`config.mk`:
```
export PLATFORM = sky130hd
export DESIGN_NAME = irq_entry_seq
export DESIGN_NICKNAME = d
export VERILOG_FILES = /design/src/rtl/irq_entry_pkg.sv /design/src/rtl/irq_arbiter.sv /design/src/rtl/irq_shadow.sv /design/src/rtl/irq_redirect.sv /design/src/rtl/irq_entry_seq.sv
export SDC_FILE = /design/constraint.sdc
export NUM_CORES = 1
export LEC_CHECK = 0
export CAP_MARGIN = 10
export CORE_ASPECT_RATIO = 1.1
export CORE_MARGIN = 2
export CORE_UTILIZATION = 40
export DETAILED_ROUTE_END_ITERATION = 6
export DONT_BUFFER_PORTS = 1
export HOLD_SLACK_MARGIN = 0.02
export REMOVE_ABC_BUFFERS = 1
export SKIP_LAST_GASP = 1
export SLEW_MARGIN = 5
export SYNTH_ARGS = -nofsm -noshare
export SYNTH_HDL_FRONTEND = slang
export SYNTH_HIERARCHICAL = 1
export SYNTH_SLANG_ARGS = --single-unit
export TNS_END_PERCENT = 50
```
`constraint.sdc`:
```
create_clock -name clk -period 3.2 [get_ports clk]
set_input_delay 0.32 -clock clk [delete_from_list [all_inputs] [get_ports clk]]
set_output_delay 0.32 -clock clk [all_outputs]
set_load 0.005 [all_outputs]
```
`src/rtl/irq_entry_pkg.sv`:
```
package irq_entry_pkg;
  typedef enum logic [1:0] {
    ACT_NONE = 2'd0,
    ACT_TAKE = 2'd1,
    ACT_RTE  = 2'd2
  } act_e;
endpackage

```
`src/rtl/irq_arbiter.sv`:
```
module irq_arbiter
  import irq_entry_pkg::*;
(
  input  logic irq_req,
  input  logic insn_brk,
  input  logic rte_req,
  input  logic blocked,
  input  logic busy,
  output act_e act
);
  always_comb begin
    act = ACT_NONE;
    if (!busy) begin
      if (rte_req)
        act = ACT_RTE;
      else if (insn_brk && irq_req && !blocked)
        act = ACT_TAKE;
    end
  end
endmodule

```
`src/rtl/irq_shadow.sv`:
```
module irq_shadow #(
  parameter int XLEN = 32,
  parameter int EVW  = 12
) (
  input  logic            clk,
  input  logic            rst,
  input  logic            take,
  input  logic [EVW-1:0]  code_in,
  input  logic [XLEN-1:0] sr_in,
  input  logic [XLEN-1:0] pc_in,
  input  logic [XLEN-1:0] r15_in,
  output logic [EVW-1:0]  evt_q,
  output logic [XLEN-1:0] ssr_q,
  output logic [XLEN-1:0] spc_q,
  output logic [XLEN-1:0] sgr_q
);
  always_ff @(posedge clk) begin
    if (rst) begin
      evt_q <= '0;
      ssr_q <= '0;
      spc_q <= '0;
      sgr_q <= '0;
    end else if (take) begin
      evt_q <= code_in;
      ssr_q <= sr_in;
      spc_q <= pc_in;
      sgr_q <= r15_in;
    end
  end
endmodule

```
`src/rtl/irq_redirect.sv`:
```
module irq_redirect
  import irq_entry_pkg::*;
#(
  parameter int              XLEN    = 32,
  parameter int              BL_BIT  = 28,
  parameter int              RB_BIT  = 29,
  parameter int              MD_BIT  = 30,
  parameter logic [XLEN-1:0] VEC_OFS = 32'h0000_0600
) (
  input  logic            clk,
  input  logic            rst,
  input  act_e            act,
  input  logic [XLEN-1:0] cur_sr,
  input  logic [XLEN-1:0] vbr,
  input  logic [XLEN-1:0] ssr,
  input  logic [XLEN-1:0] spc,
  output logic            ack_q,
  output logic            vld_q,
  output logic [XLEN-1:0] pc_q,
  output logic [XLEN-1:0] sr_q
);
  localparam logic [XLEN-1:0] ONE      = {{(XLEN-1){1'b0}}, 1'b1};
  localparam logic [XLEN-1:0] SET_MASK = (ONE << BL_BIT) | (ONE << RB_BIT) | (ONE << MD_BIT);

  always_ff @(posedge clk) begin
    if (rst) begin
      ack_q <= 1'b0;
      vld_q <= 1'b0;
      pc_q  <= '0;
      sr_q  <= '0;
    end else begin
      ack_q <= 1'b0;
      vld_q <= 1'b0;
      case (act)
        ACT_TAKE: begin
          ack_q <= 1'b1;
          vld_q <= 1'b1;
          pc_q  <= vbr + VEC_OFS;
          sr_q  <= cur_sr | SET_MASK;
        end
        ACT_RTE: begin
          vld_q <= 1'b1;
          pc_q  <= spc;
          sr_q  <= ssr;
        end
        default: ;
      endcase
    end
  end
endmodule

```
`src/rtl/irq_entry_seq.sv`:
```
module irq_entry_seq
  import irq_entry_pkg::*;
#(
  parameter int              XLEN    = 32,
  parameter int              EVW     = 12,
  parameter int              BL_BIT  = 28,
  parameter int              RB_BIT  = 29,
  parameter int              MD_BIT  = 30,
  parameter logic [XLEN-1:0] VEC_OFS = 32'h0000_0600
) (
  input  logic            clk,
  input  logic            rst,
  input  logic            irq_req,
  input  logic [EVW-1:0]  irq_code,
  input  logic            insn_brk,
  input  logic            rte_req,
  input  logic [XLEN-1:0] cur_sr,
  input  logic [XLEN-1:0] cur_pc,
  input  logic [XLEN-1:0] cur_r15,
  input  logic [XLEN-1:0] vbr,
  output logic            irq_ack,
  output logic            redir_vld,
  output logic [XLEN-1:0] redir_pc,
  output logic [XLEN-1:0] sr_new,
  output logic [EVW-1:0]  evt_code,
  output logic [XLEN-1:0] saved_sr,
  output logic [XLEN-1:0] saved_pc,
  output logic [XLEN-1:0] saved_r15
);
  act_e act;

  irq_arbiter u_arb (
    .irq_req  (irq_req),
    .insn_brk (insn_brk),
    .rte_req  (rte_req),
    .blocked  (cur_sr[BL_BIT]),
    .busy     (redir_vld),
    .act      (act)
  );

  irq_shadow #(.XLEN(XLEN), .EVW(EVW)) u_shadow (
    .clk     (clk),
    .rst     (rst),
    .take    (act == ACT_TAKE),
    .code_in (irq_code),
    .sr_in   (cur_sr),
    .pc_in   (cur_pc),
    .r15_in  (cur_r15),
    .evt_q   (evt_code),
    .ssr_q   (saved_sr),
    .spc_q   (saved_pc),
    .sgr_q   (saved_r15)
  );

  irq_redirect #(
    .XLEN(XLEN), .BL_BIT(BL_BIT), .RB_BIT(RB_BIT), .MD_BIT(MD_BIT), .VEC_OFS(VEC_OFS)
  ) u_redir (
    .clk    (clk),
    .rst    (rst),
    .act    (act),
    .cur_sr (cur_sr),
    .vbr    (vbr),
    .ssr    (saved_sr),
    .spc    (saved_pc),
    .ack_q  (irq_ack),
    .vld_q  (redir_vld),
    .pc_q   (redir_pc),
    .sr_q   (sr_new)
  );
endmodule

```
==> impl_summary.txt, run 1 <==
----------------------------------------------------
[Clock network]
  Clock tree from TritonCTS ... built
  Total clock sinks ... 174
  Reg clk slew, reported paths ... 0.07 ns
  Number of buffers inserted during clock tree synthesis ... 17
  Clock Latency Late Sink ... 0.41 ns
  CTS Buffer Depth ... 2
  Count of buffers added by post-CTS timing repair for setup ... 0
  Clk root buf ... sky130_fd_sc_hd__clkbuf_16
  H-tree lvl count ... 4

[Floorplanning]
  Core area ... 0.0176 mm²
  Total die area ... 0.0190 mm²
  # rows ... 51
  Number of I/O pins ... 319
  Starting density of the core ... 40.7%
  Die Y ... 144 µm
  Die width ... 132 µm

[Synthesis]
  Post-synth ARST share ... 0%
  Synthesized instance count ... 768
  Flip-flop cell with the highest count after synthesis ... sky130_fd_sc_hd__dfxtp_1
  Mean instance size in the synthesized netlist ... 9.34 µm²
  EDFF count, synth ... 0
  #FFs+latches synth ... 174
  YS warnings ... 6
  Area contributors post-synth ... sky130_fd_sc_hd__dfxtp_1 49%, sky130_fd_sc_hd__mux2i_1 21%, sky130_fd_sc_hd__nor2_1 10%, sky130_fd_sc_hd__a21oi_1 2.9%, sky130_fd_sc_hd__a22oi_1 1.6%
  Most instantiated cells after synthesis ... 200 x sky130_fd_sc_hd__nor2_1, 174 x sky130_fd_sc_hd__dfxtp_1, 149 x sky130_fd_sc_hd__mux2i_1
  Unique masters post-synth ... 43
  Register area share after synthesis ... 48.6%
  Area of the mapped netlist ... 0.00717 mm²
  Count leader, synth ... sky130_fd_sc_hd__nor2_1
  Most area-hungry cell type in the Yosys netlist ... sky130_fd_sc_hd__dfxtp_1
  Yosys top cell area share ... 48.6%

[Worst setup path]
  Highest fanout seen on the critical path ... 48
  Worst Setup Start Kind ... flip-flop
  Crit Path Class ... reg2reg
  CP Capture Type ... flip-flop
  Endpoint required time on the critical path ... 3.49 ns
  Worst Path Arrival ... 2.91 ns

[STA]
  Final number of max-transition violations ... 0
  Tmin final ... 2.62 ns
  Tightest Pin Transition ... 0.771 ns
  Post-route clock skew ... 0.00702 ns
  Final hold viol count ... 0
  Setup TNS ... 0 ns
  Unrepaired setup endpoints after global routing ... no
  Post-route clock period utilization ... 81.9%
  Worst rel slew slack ... 48.5%
  Hold Worst Slack ... 0.0503 ns
  Minimum setup slack in the final design ... 0.580 ns
  Highest clock frequency the design can meet ... 0.382 GHz
  Final setup violation count ... 0

[Drt]
  Drt drc ... 0
  Detailed Route WL ... 18.8 mm
  Routed via count ... 5344
  DRT Pass-1 Iters ... 4
  Detail-routed via count per cell ... 5.39
  Iteration-0 DRC count of the detailed router ... 251
  Count of antenna-violating nets left after detailed routing ... 0
  Average wire per cell in the routed design ... 18.9 µm

[Placed design]
  Half-perimeter wire length of the detailed placement result ... 13.3 mm
  # port buffers ... 0
  Worst slack after detailed placement ... 0.579 ns
  Number of placed instances, taps included ... 958
  Routability congestion estimate from global placement ... 0.819

[Global routing]
  Vias in the first global route ... 5100
  First-pass GRT wire length ... 28.2 mm
  Initial antenna violation count ... 0
  Global router's overall resource usage ... 18.8%
  Largest net degree at the start of global routing ... 161
  Total congestion overflow after global routing ... 0

[Min path]
  Path category of the worst min-delay check ... in2reg

[Final layout]
  Filler cell count in the final layout ... 1671
  Total Nets Final ... 889
  Post-synthesis to final-layout area growth ... 9.80%
  Total area of multi-input combinational cells ... 0.00338 mm²
  Number of inserted diodes ... 0
  Area of all sequential standard cells ... 0.00348 mm²
  Final std cells w/o fill ... 991
  Share of post-route cells with drive strength above 1 ... 6.24%

[Power and ir drop]
  Maximum vdd ir drop ... 0.329 mV
  Pwr dens ... 592 mW/mm²
  Leakage power summed over all cells ... 2.75 nW

[Flow run]
  Number of maximum-capacitance violations ... 0

[Outcome]
  Result of the run ... completed

----------------------------------------------------
logic make-up after synthesis:
group                      Yosys count  synth area share (%)
DFF                                174                  48.6
adders and majority gates            3                 0.523
and+or+nand+nor                    268                  15.7
muxes                              149                  20.8
AOI/OAI and AO/OA                   99                  8.55
xor gates and xnor gates            11                  1.34
buffers and inverters               64                  4.50
sequential cells by signal (all words and copies together) (netlist names):
signal,count
u_redir/pc_q,32
u_shadow/sgr_q,32
u_shadow/evt_q,12
u_shadow/spc_q,32
u_redir/sr_q,32
u_redir/vld_q,1
u_redir/ack_q,1
u_shadow/ssr_q,32
worst max-delay path, stage by stage (launching register included):
cell	delay (ns)
sky130_fd_sc_hd__dfxtp_1	0.35
sky130_fd_sc_hd__nor4_2	0.39
sky130_fd_sc_hd__inv_1	0.14
sky130_fd_sc_hd__ha_4	0.30
sky130_fd_sc_hd__buf_4	0.41
sky130_fd_sc_hd__inv_1	0.32
sky130_fd_sc_hd__nand3_1	0.14
sky130_fd_sc_hd__a21oi_1	0.08
sky130_fd_sc_hd__or3_1	0.36
power breakdown:
part           internal, W  total [W]  switching (W)
clock              0.00105    0.00199       0.000940
combinational     0.000145   0.000359       0.000214
sequential         0.00224    0.00232      0.0000746
through the flow:
step / power (W) / cell area (µm²) / utilization (%)
2_1_floorplan: 0.00260 / 6880 / -
3_3_place_gp: 0.00268 / 7280 / 41.3
3_5_place_dp: 0.00269 / 7280 / 41.3
4_1_cts: 0.00472 / 7880 / 44.7
5_1_grt: 0.00488 / 7880 / 44.7
6_report: 0.00467 / 7880 / 44.7
repair_timing:
action | 4_1_cts | 5_1_grt
hold buffers | 2 | 0
resized for setup | 0 | 0
hold endpoints to repair | 160 | 0
final timing paths:
kind,startpoint,to,slack [ns],cells after the start
worst max-delay path,u_redir/vld_q,u_redir/pc_q[30],0.58,8
worst min-delay path,cur_pc[21],u_shadow/spc_q[21],0.05,2
worst max register to register,u_redir/vld_q,u_redir/pc_q[30],0.58,8
worst min register to register,u_redir/pc_q[14],u_redir/pc_q[14],0.51,2
per-layer routing:
metal | track usage (%) | vias to the layer above | share of wire [%] | routed length, µm
met1 | 20.1 | 2452 | 38 | 7140
met4 | 6.52 | 0 | 1.6 | 295
met2 | 32.6 | 279 | 49 | 9260
met3 | 9.11 | 16 | 11 | 2080
met5 | 0 | - | 0 | 0
li1 | - | 2597 | - | -
cell usage in the layout (no fill, tap or decap), types with 2 or more instances in the layout:
cell type	netlist	layout
sky130_fd_sc_hd__buf_12	0	2
sky130_fd_sc_hd__a22oi_1	15	15
sky130_fd_sc_hd__or4_1	2	2
sky130_fd_sc_hd__o22ai_1	16	16
sky130_fd_sc_hd__or2_2	2	2
sky130_fd_sc_hd__nand3_1	9	9
sky130_fd_sc_hd__clkbuf_16	0	17
sky130_fd_sc_hd__o211ai_1	3	3
sky130_fd_sc_hd__mux2i_1	149	149
sky130_fd_sc_hd__nor4_1	8	8
sky130_fd_sc_hd__o21ai_0	9	9
sky130_fd_sc_hd__inv_6	0	6
sky130_fd_sc_hd__buf_4	9	7
sky130_fd_sc_hd__a211oi_1	2	2
sky130_fd_sc_hd__nand2_1	22	22
sky130_fd_sc_hd__inv_1	7	7
sky130_fd_sc_hd__clkinv_4	0	2
sky130_fd_sc_hd__dfxtp_1	174	174
sky130_fd_sc_hd__nor2b_1	4	4
sky130_fd_sc_hd__o21a_1	2	2
sky130_fd_sc_hd__inv_8	0	4
sky130_fd_sc_hd__nand4_1	4	4
sky130_fd_sc_hd__nor3_1	6	6
sky130_fd_sc_hd__nor4_2	2	2
sky130_fd_sc_hd__a311o_1	2	2
sky130_fd_sc_hd__ha_1	3	2
sky130_fd_sc_hd__xnor2_1	7	7
sky130_fd_sc_hd__o31ai_1	2	2
sky130_fd_sc_hd__or3_1	5	5
sky130_fd_sc_hd__nor2_1	200	200
sky130_fd_sc_hd__xor2_1	4	4
sky130_fd_sc_hd__a21oi_1	41	41
layout make-up:
| type | instances | area share, % |
|---|---|---|
| Clock buffer | 18 | 5.58 |
| Sequential cell | 174 | 44.2 |
| Inverter | 7 | 0.334 |
| Clock inverter | 13 | 1.53 |
| Timing Repair Buffer | 11 | 1.65 |
| Multi-Input combinational cell | 530 | 42.9 |
| Tap cell | 238 | 3.78 |
(Power assumes the default switching activity.)
==> inputs of run 2 (changes only) <==
==> constraint.sdc (replaced) <==
create_clock -name clk -period 2.13 [get_ports clk]
set_input_delay 0.213 -clock clk [delete_from_list [all_inputs] [get_ports clk]]
set_output_delay 0.213 -clock clk [all_outputs]
set_load 0.005 [all_outputs]
==> run 2 against run 1 <==
The run now ends with hold timing left. Final cell count increased by 2.1%. Non-clock buffer count is 20 higher. Critical path depth fell by 1. Die area unchanged. First-iteration DRC count rose by 21%. Combinational power increased by 55%. Register-to-register slack got worse by 0.52 ns. Clock power up 56%. Core utilization increased by 1.4 points. Fmax up 26%. Total power increased by 53%. Largest cell class unchanged. Highest routed layer unchanged.
==> impl_summary.txt, run 2 (synthesis gave the netlist of run 1 again) <==
----------------------------------------------------
[Outcome]
  Result of the run ... finished with violations
  Violated checks ... hold timing

[Drt]
  Routed via count ... 5503
  Iteration-0 DRC count of the detailed router ... 304
  Count of antenna-violating nets left after detailed routing ... 0
  DRT Pass-1 Iters ... 5
  Drt drc ... 0
  Average wire per cell in the routed design ... 18.3 µm
  Detailed Route WL ... 18.5 mm
  Detail-routed via count per cell ... 5.44

[Placed design]
  Half-perimeter wire length of the detailed placement result ... 13.3 mm
  Routability congestion estimate from global placement ... 0.827
  Worst slack after detailed placement ... -0.108 ns
  Dpl cell area ... 0.00738 mm²
  # port buffers ... 0

[Global routing]
  Total congestion overflow after global routing ... 0
  Global router's overall resource usage ... 18.5%
  Largest net degree at the start of global routing ... 177
  Initial antenna violation count ... 0
  First-pass GRT wire length ... 28.2 mm
  Vias in the first global route ... 5252

[STA]
  Post-route clock period utilization ... 97.3%
  Worst rel slew slack ... 64.7%
  Tmin final ... 2.07 ns
  Post-route clock skew ... 0.00829 ns
  Final setup violation count ... 0
  Tightest Pin Transition ... 0.528 ns
  Final number of max-transition violations ... 0
  Minimum setup slack in the final design ... 0.0571 ns
  Unrepaired setup endpoints after global routing ... no
  Final hold viol count ... 145
  Highest clock frequency the design can meet ... 0.482 GHz
  Hold Worst Slack ... -0.144 ns

[Worst setup path]
  Crit path cell chain ... nor4_4 > inv_1 > ha_4 > or3_4 > or4_1 > mux2i_1 > or3_1
  Family with the most delay on the worst path ... simple AND/OR/NAND/NOR gates
  Longest individual stage delay on the worst path ... 0.51 ns
  Crit Path Class ... reg2reg
  Critical-path top delay cell ... sky130_fd_sc_hd__or4_1
  CP Capture Type ... flip-flop
  Worst Setup Start Kind ... flip-flop
  Buf+Inv Stages, Crit Path ... 1
  Highest fanout seen on the critical path ... 3
  Worst Path Arrival ... 2.44 ns
  Endpoint required time on the critical path ... 2.50 ns

[Power and ir drop]
  Pwr dens ... 878 mW/mm²
  Maximum vdd ir drop ... 0.506 mV
  Leakage power summed over all cells ... 2.88 nW

[Clock network]
  Reg clk slew, reported paths ... 0.07 ns
  Clock Latency Late Sink ... 0.42 ns
  H-tree lvl count ... 4
  Clock tree from TritonCTS ... built
  CTS Buffer Depth ... 2
  Total clock sinks ... 174
  Number of buffers inserted during clock tree synthesis ... 17
  Count of hold-fix buffers inserted at cts ... 7
  Clk root buf ... sky130_fd_sc_hd__clkbuf_16

[Floorplanning]
  Starting density of the core ... 40.7%
  # rows ... 51
  Number of I/O pins ... 319
  Core area ... 0.0176 mm²
  Die Y ... 144 µm
  Total die area ... 0.0190 mm²
  Die width ... 132 µm

[Min path]
  Path category of the worst min-delay check ... in2reg

[Final layout]
  Commonest non-fill, non-tap cell in the layout ... sky130_fd_sc_hd__nor2_1
  Post-synthesis to final-layout area growth ... 13.2%
  Number of inserted diodes ... 0
  Share of post-route cells with drive strength above 1 ... 8.40%
  Total Nets Final ... 909
  Most frequent cells in the layout ... 200 x sky130_fd_sc_hd__nor2_1, 173 x sky130_fd_sc_hd__dfxtp_1, 149 x sky130_fd_sc_hd__mux2i_1
  Final core utilization ... 46.1%
  Final instance area ... 0.00812 mm²

[Flow run]
  Number of maximum-capacitance violations ... 0

----------------------------------------------------
==> run 2: worst paths after layout <==
kind                          from  slack (ns)  cells past startpoint                 to
setup / recovery     u_redir/vld_q        0.06                      7   u_redir/pc_q[30]
setup reg to reg     u_redir/vld_q        0.06                      7   u_redir/pc_q[30]
hold / removal                 rst       -0.14                      1  u_shadow/sgr_q[6]
hold reg to reg   u_redir/pc_q[14]        0.51                      2   u_redir/pc_q[14]
==> run 2: timing repair <==
item                                    CTS  global route
endpoints found under the setup margin    5             4
gates resized for setup                   8             1
setup buffers                             2             0
gates cloned                              1             0
pin swaps                                 5             2
endpoints found under the hold margin   174           167
==> run 2: stage by stage <==
step                hold WS, ns  instances  total power (W)  TNS [ns]
CTS                      -0.158       1012          0.00722   -0.0358
detailed placement        0.297        970          0.00407    -0.245
floorplan                 0.282        711          0.00391   -214.10
global route             -0.165       1012          0.00742         0
global placement          0.297        970          0.00406    -0.176
finish                   -0.144       1012          0.00713         0
==> run 2: worst register-to-register path, cell delays in order, from the launching register on <==
cell,delay [ns]
sky130_fd_sc_hd__dfxtp_2,0.34
sky130_fd_sc_hd__nor4_4,0.22
sky130_fd_sc_hd__inv_1,0.11
sky130_fd_sc_hd__ha_4,0.25
sky130_fd_sc_hd__or3_4,0.36
sky130_fd_sc_hd__or4_1,0.51
sky130_fd_sc_hd__mux2i_1,0.13
sky130_fd_sc_hd__or3_1,0.11
==> run 2: area by class of cell <==
cell class	count	area, µm²
Clock buffer	19	443
Clock inverter	13	141
Fill cell	1725	9490
Inverter	7	26.3
Multi-Input combinational cell	530	3400
Sequential cell	174	3480
Tap cell	238	298
Timing Repair Buffer	31	329
==> run 2: per-layer routing <==
metal	routed length, µm	share of wire [%]	GRT usage, %
met1	6930	37	20.2
met2	9050	49	31.6
met4	311	1.7	6.69
met3	2220	12	9.15
met5	0	0	0
==> run 2: where the power goes <==
group / switching [W] / leakage, nW / internal [W]
Combinational: 0.000290 / 1.18 / 0.000268
Clock: 0.00140 / 0.286 / 0.00170
Sequential: 0.000109 / 1.41 / 0.00337
